**config.mk**
```make
export PLATFORM = sky130hd
export DESIGN_NAME = bus_lock_tracker
export DESIGN_NICKNAME = d
export VERILOG_FILES = /design/src/rtl/bus_lock_pkg.sv /design/src/rtl/blt_reset_sync.sv /design/src/rtl/blt_strobe_sampler.sv /design/src/rtl/blt_owner_reg.sv /design/src/rtl/bus_lock_tracker.sv
export SDC_FILE = /design/constraint.sdc
export NUM_CORES = 1
export LEC_CHECK = 0
export BUFFER_PORTS_ARGS = -buffer_cell sky130_fd_sc_hd__buf_2
export CORE_AREA = 2 2 39 41
export CTS_CLUSTER_DIAMETER = 80
export DETAILED_ROUTE_END_ITERATION = 16
export DIE_AREA = 0 0 41 43
export MAX_ROUTING_LAYER = met4
export SLEW_MARGIN = 20
export SYNTH_ARGS = -nofsm -noshare
export SYNTH_HDL_FRONTEND = slang
export SYNTH_SLANG_ARGS = --single-unit
```
**constraint.sdc**
```tcl
create_clock -name clk -period 1.28 [get_ports clk]
set_input_delay 0.064 -clock clk [delete_from_list [all_inputs] [get_ports clk]]
set_output_delay 0.064 -clock clk [all_outputs]
set_load 0.03 [all_outputs]
```
**src/rtl/bus_lock_pkg.sv**
```systemverilog
package bus_lock_pkg;

  // Decoded strobe event for one sampled cycle
  typedef enum logic [1:0] {
    LK_IDLE    = 2'd0,
    LK_CLAIM   = 2'd1,
    LK_RELEASE = 2'd2
  } lock_evt_e;

endpackage

```
**src/rtl/blt_reset_sync.sv**
```systemverilog
module blt_reset_sync #(
  parameter int STAGES = 2
) (
  input  logic clk,
  input  logic rst_n,
  output logic rst_n_sync
);

  generate
    if (STAGES <= 1) begin : g_single
      logic stage_q;
      always_ff @(posedge clk or negedge rst_n) begin
        if (!rst_n) stage_q <= 1'b0;
        else        stage_q <= 1'b1;
      end
      assign rst_n_sync = stage_q;
    end else begin : g_chain
      logic [STAGES-1:0] stage_q;
      always_ff @(posedge clk or negedge rst_n) begin
        if (!rst_n) stage_q <= '0;
        else        stage_q <= {stage_q[STAGES-2:0], 1'b1};
      end
      assign rst_n_sync = stage_q[STAGES-1];
    end
  endgenerate

endmodule

```
**src/rtl/blt_strobe_sampler.sv**
```systemverilog
module blt_strobe_sampler
  import bus_lock_pkg::*;
(
  input  logic      clk,
  input  logic      rst_n,
  input  logic      frame_n,
  input  logic      lock_n,
  output lock_evt_e evt
);

  logic frame_prev_q, frame_prev_d;
  logic lock_prev_q,  lock_prev_d;
  logic window_q,     window_d;
  logic txn_start;

  // next-state
  always_comb begin
    txn_start    = frame_prev_q & ~frame_n;
    window_d     = txn_start;
    frame_prev_d = frame_n;
    lock_prev_d  = lock_n;
    if (window_q && !lock_n)
      evt = LK_CLAIM;
    else if (!lock_prev_q && lock_n)
      evt = LK_RELEASE;
    else
      evt = LK_IDLE;
  end

  // registers; idle bus reads as strobes high
  always_ff @(posedge clk or negedge rst_n) begin
    if (!rst_n) begin
      frame_prev_q <= 1'b1;
      lock_prev_q  <= 1'b1;
      window_q     <= 1'b0;
    end else begin
      frame_prev_q <= frame_prev_d;
      lock_prev_q  <= lock_prev_d;
      window_q     <= window_d;
    end
  end

  // a release event always comes from a low-to-high lock strobe
  p_release_needs_rise_r6: assert property (@(posedge clk) disable iff (!rst_n)
    (evt == LK_RELEASE) |-> (lock_n && $past(!lock_n)));

  // a claim event needs a transaction start at the previous edge
  p_claim_after_start_r3: assert property (@(posedge clk) disable iff (!rst_n)
    (evt == LK_CLAIM) |-> ($past(!frame_n) && !lock_n));

endmodule

```
**src/rtl/blt_owner_reg.sv**
```systemverilog
module blt_owner_reg
  import bus_lock_pkg::*;
#(
  parameter int ID_W = 3
) (
  input  logic            clk,
  input  logic            rst_n,
  input  lock_evt_e       evt,
  input  logic [ID_W-1:0] bus_id,
  output logic            held,
  output logic [ID_W-1:0] owner,
  output logic            viol
);

  logic            held_q,  held_d;
  logic [ID_W-1:0] owner_q, owner_d;
  logic            viol_q,  viol_d;
  logic            is_holder;
  logic            upd_en;

  // next-state
  always_comb begin
    is_holder = held_q && (bus_id == owner_q);
    held_d    = held_q;
    owner_d   = owner_q;
    viol_d    = 1'b0;
    unique case (evt)
      LK_CLAIM: begin
        if (!held_q) begin
          held_d  = 1'b1;
          owner_d = bus_id;
        end else if (!is_holder) begin
          viol_d = 1'b1;
        end
      end
      LK_RELEASE: begin
        if (held_q) begin
          if (is_holder) begin
            held_d  = 1'b0;
            owner_d = '0;
          end else begin
            viol_d = 1'b1;
          end
        end
      end
      default: ;
    endcase
    upd_en = (evt != LK_IDLE) || viol_q;
  end

  // registers with explicit enable
  always_ff @(posedge clk or negedge rst_n) begin
    if (!rst_n) begin
      held_q  <= 1'b0;
      owner_q <= '0;
      viol_q  <= 1'b0;
    end else if (upd_en) begin
      held_q  <= held_d;
      owner_q <= owner_d;
      viol_q  <= viol_d;
    end
  end

  assign held  = held_q;
  assign owner = owner_q;
  assign viol  = viol_q;

  // free claim installs the claimant
  p_claim_installs_r2: assert property (@(posedge clk) disable iff (!rst_n)
    (evt == LK_CLAIM && !held) |=> (held && owner == $past(bus_id)));

  // foreign claim ignored and flagged
  p_foreign_claim_r4: assert property (@(posedge clk) disable iff (!rst_n)
    (evt == LK_CLAIM && held && bus_id != owner) |=> (held && viol && $stable(owner)));

  // lock persists unless a release event arrives
  p_lock_persists_r5: assert property (@(posedge clk) disable iff (!rst_n)
    (held && evt != LK_RELEASE) |=> (held && $stable(owner)));

  // holder release clears
  p_holder_release_r6: assert property (@(posedge clk) disable iff (!rst_n)
    (evt == LK_RELEASE && held && bus_id == owner) |=> (!held && owner == '0 && !viol));

  // foreign release ignored and flagged
  p_foreign_release_r7: assert property (@(posedge clk) disable iff (!rst_n)
    (evt == LK_RELEASE && held && bus_id != owner) |=> (held && viol));

  // a violation only follows a cycle with a lock present
  p_viol_needs_lock_r8: assert property (@(posedge clk) disable iff (!rst_n)
    viol |-> $past(held));

endmodule

```
**src/rtl/bus_lock_tracker.sv**
```systemverilog
module bus_lock_tracker
  import bus_lock_pkg::*;
#(
  parameter int ID_W        = 3,
  parameter int SYNC_STAGES = 2
) (
  input  logic            clk,
  input  logic            rst_n,
  input  logic            frame_n,
  input  logic            lock_n,
  input  logic [ID_W-1:0] bus_owner_id,
  output logic            lock_held,
  output logic [ID_W-1:0] lock_owner,
  output logic            lock_violation
);

  logic      rst_n_sync;
  lock_evt_e evt;

  blt_reset_sync #(.STAGES(SYNC_STAGES)) u_rst (
    .clk        (clk),
    .rst_n      (rst_n),
    .rst_n_sync (rst_n_sync)
  );

  blt_strobe_sampler u_smp (
    .clk     (clk),
    .rst_n   (rst_n_sync),
    .frame_n (frame_n),
    .lock_n  (lock_n),
    .evt     (evt)
  );

  blt_owner_reg #(.ID_W(ID_W)) u_own (
    .clk    (clk),
    .rst_n  (rst_n_sync),
    .evt    (evt),
    .bus_id (bus_owner_id),
    .held   (lock_held),
    .owner  (lock_owner),
    .viol   (lock_violation)
  );

  // outputs idle whenever reset is applied
  always @(posedge clk) begin
    if (!rst_n) begin
      p_reset_idle_r1: assert (!lock_held && !lock_violation);
    end
  end

endmodule

```
==> results by group <==
Floorplan
  • Rows: 14
  • IO Count: 12
  • Core Region: 0.00138 mm²
  • DIE HEIGHT: 43 µm
  • Die Wd: 41 µm
  • Die area: 0.00176 mm²
  • Initial Util: 33.6%

Cells and area
  • Commonest non-fill, non-tap cells in the layout: buf_2, buf_4, dfrtp_1
  • Fillers: 128
  • Proportion of layout cells with a drive suffix above 1: 55.7%
  • Antenna cells: 0
  • Most common cell after layout, fill and taps aside: buf_2
  • Area grow syn2layout: 53.5%
  • Final #Nets: 69
  • Non-Filler Instances: 77
  • Finished Cell Area: 714 µm²

Global route
  • Initial antenna violation count: 0
  • Largest net degree at the start of global routing: 10
  • GR Overflow Total: 0
  • GRT met2 Usage: 15.9%
  • All-layer global routing usage: 12.8%
  • Global-route track usage on met3: 3.14%
  • Vias in the first global route: 353
  • Busiest grt layer: met1
  • Met1 Usage GRT: 18.0%
  • First-pass GRT wire length: 1450 µm

Flow run
  • Maxcap violations: 0

Timing
  • Worst Skew: 2.33 ps
  • F_max: 757 MHz
  • Final min period: 1320 ps
  • Final hold slack: 106 ps
  • Hold Vio Cnt, Final: 0
  • Setup ws final: -41.3 ps
  • Final worst path period share: 103%
  • Fin. max-slew vios: 0
  • Setup repair after global routing missed its margin: yes
  • Setup violations, final: 1

Synth
  • Syn Area/Cell: 11.9 µm²
  • Area share of the largest cell type after synthesis: 43.0%
  • FF+latch count, synth: 10
  • Seq/Total Area, Yosys: 54.3%
  • Yosys warning total: 0
  • Yosys cell types: 17
  • Area contributors post-synth: dfrtp_1, dfstp_2, mux2i_1
  • Synth Net Count: 46
  • Cell type with the largest total area after synthesis: dfrtp_1
  • Synth Instances: 39
  • Netlist Area Pre-Place: 465 µm²

Setup path
  • Critical-path maximum fanout: 5
  • Crit path cell chain: xor2_4, o41ai_2, o211ai_1
  • Arr. time, crit path: 1440 ps
  • Slowest Stage Delay on Critical Path: 450 ps
  • Worst setup path category: reg2reg
  • Required @ worst endpoint: 1400 ps
  • Cell family with most CP delay: compound AO/OA/AOI/OAI gates
  • CP Launch Type: register
  • Critical Path Sink Type: register
  • Slowest cell on crit path: dfrtp_2
  • WP buf/inv: 0

Clock network
  • Total CTS buffers: 3
  • CTS tree: built
  • Worst-path clk slew: 60 ps
  • Clock tree buffer depth: 2
  • Clock root cell: clkbuf_4
  • Sink Count: 10
  • Clock Latency Late Sink: 260 ps
  • H-tree depth: 1

Placement
  • Placer Congestion: 0.742
  • Placed insts: 67
  • Setup Slack @ Placement: -13.0 ps
  • IO buf count: 11
  • Cell Area, Placed: 571 µm²
  • Detail Placement HPWL: 632 µm

Power
  • Sw Ratio: 39.5%
  • Power share of the sequential group: 34.9%
  • Power Internal: 0.862 mW
  • Clock power frac: 19.8%
  • Static Leak: 0.293 nW
  • PwrDens: 1990 mW/mm²
  • Psw: 0.563 mW
  • Combinational fraction of design power: 45.3%
  • Total Power: 1.42 mW
  • VDD IR max: 897 µV

Outcome
  • Failing checks: setup timing
  • Status: finished, violations left

Drt
  • DRC: 0
  • Via/cell ratio: 5.01
  • Initial DRC count: 2
  • Antenna viol nets, final: 0
  • Avg WL per Cell: 13.8 µm
  • Final WL: 1060 µm
  • Via count: 386
  • DR pass1 iterations: 2

Worst hold path
  • Worst hold path class: in2async
-- worst reg2reg max path: cells and delay by family, from the launching register on --
| family | cells | cell delay [ps] |
|---|---|---|
| compound gates | 2 | 540 |
| xor+xnor | 1 | 190 |
| flops | 1 | 450 |
-- Yosys cell counts --
library cell  number
o211ai_1           3
nor4_1             1
nand2_1            1
nor2b_1            2
o311a_2            1
dfrtp_1            8
buf_1              1
dfstp_2            2
xor2_1             3
o41ai_1            3
and2_1             2
nor2_1             2
conb_1             1
mux2i_1            3
nand2b_1           2
nand4b_1           3
and2_2             1
-- power by group through the flow --
stage | clock (mW) | combinational [mW] | sequential (mW)
after detailed placement | 0 | 0.492 | 0.484
after CTS | 0.289 | 0.521 | 0.478
after global routing | 0.313 | 0.696 | 0.508
final | 0.282 | 0.646 | 0.497
after global placement | 0 | 0.492 | 0.484
after floorplan | 0 | 0.240 | 0.587
-- timing repair --
| action | CTS | global route |
|---|---|---|
| hold endpoints to repair | 5 | 0 |
| endpoints found under the setup margin | 3 | 3 |
| pin swaps | 0 | 3 |
| hold buffers | 3 | 0 |
| gates resized for setup | 1 | 6 |
| setup buffers | 0 | 3 |
-- final timing paths --
kind	start	to	slack [ps]	cells after the start
worst max-delay path	u_own.owner[2]$_DFFE_PN0P_	u_own.owner[1]$_DFFE_PN0P_	-40	3
worst min register to register	u_rst.g_chain.stage_q[1]$_DFF_PN0_	u_smp.window_q$_DFF_PN0_	130	0
worst max register to register	u_own.owner[2]$_DFFE_PN0P_	u_own.owner[1]$_DFFE_PN0P_	-40	3
min in group clk	bus_owner_id[2]	u_own.owner[2]$_DFFE_PN0P_	210	3
worst min-delay path	rst_n	u_rst.g_chain.stage_q[0]$_DFF_PN0_	110	2
max in group asynchronous	u_rst.g_chain.stage_q[1]$_DFF_PN0_	u_smp.frame_prev_q$_DFF_PN1_	860	0
-- stage by stage --
| stage | util (%) | setup TNS, ps |
|---|---|---|
| 3_3_place_gp | 41.2 | 0 |
| 4_1_cts | 46.6 | -20.4 |
| 6_report | 51.6 | -41.3 |
| 5_1_grt | 51.6 | -199 |
| 2_1_floorplan | - | 0 |
| 3_5_place_dp | 41.2 | -13.0 |
-- routing by layer --
| layer | part of all wire (%) | vias to the layer above | routed length (µm) |
|---|---|---|---|
| met2 | 51 | 8 | 541 |
| met3 | 2.8 | 2 | 30 |
| met5 | 0 | - | 0 |
| li1 | - | 185 | - |
| met4 | 1.7 | 0 | 18 |
| met1 | 44 | 191 | 472 |
-- sequential cells by signal (all words and copies together) (netlist names) --
signal and flops:
u_own.held 1, u_own.owner 3, u_own.viol 1, u_rst.g_chain.stage_q 2
u_smp.frame_prev_q 1, u_smp.lock_prev_q 1, u_smp.window_q 1
-- layout make-up --
type | count | area (µm²) | area share (%)
clock buffers | 4 | 36.3 | 5.08
repair buffers | 19 | 123 | 17.2
multi-input cells | 28 | 279 | 39.1
well taps | 16 | 20.0 | 2.80
flip-flops and latches | 10 | 256 | 35.9
-- logic make-up after synthesis --
kind of cell           synth area share (%)
AND/OR/NAND/NOR                        19.1
flip-flops                             54.3
AO/OA/AOI/OAI                          12.9
XOR/XNOR                               5.65
multiplexers                           6.45
buffers and inverters                 0.806
other                                 0.806
No activity file was read; power rests on OpenSTA's default activity.
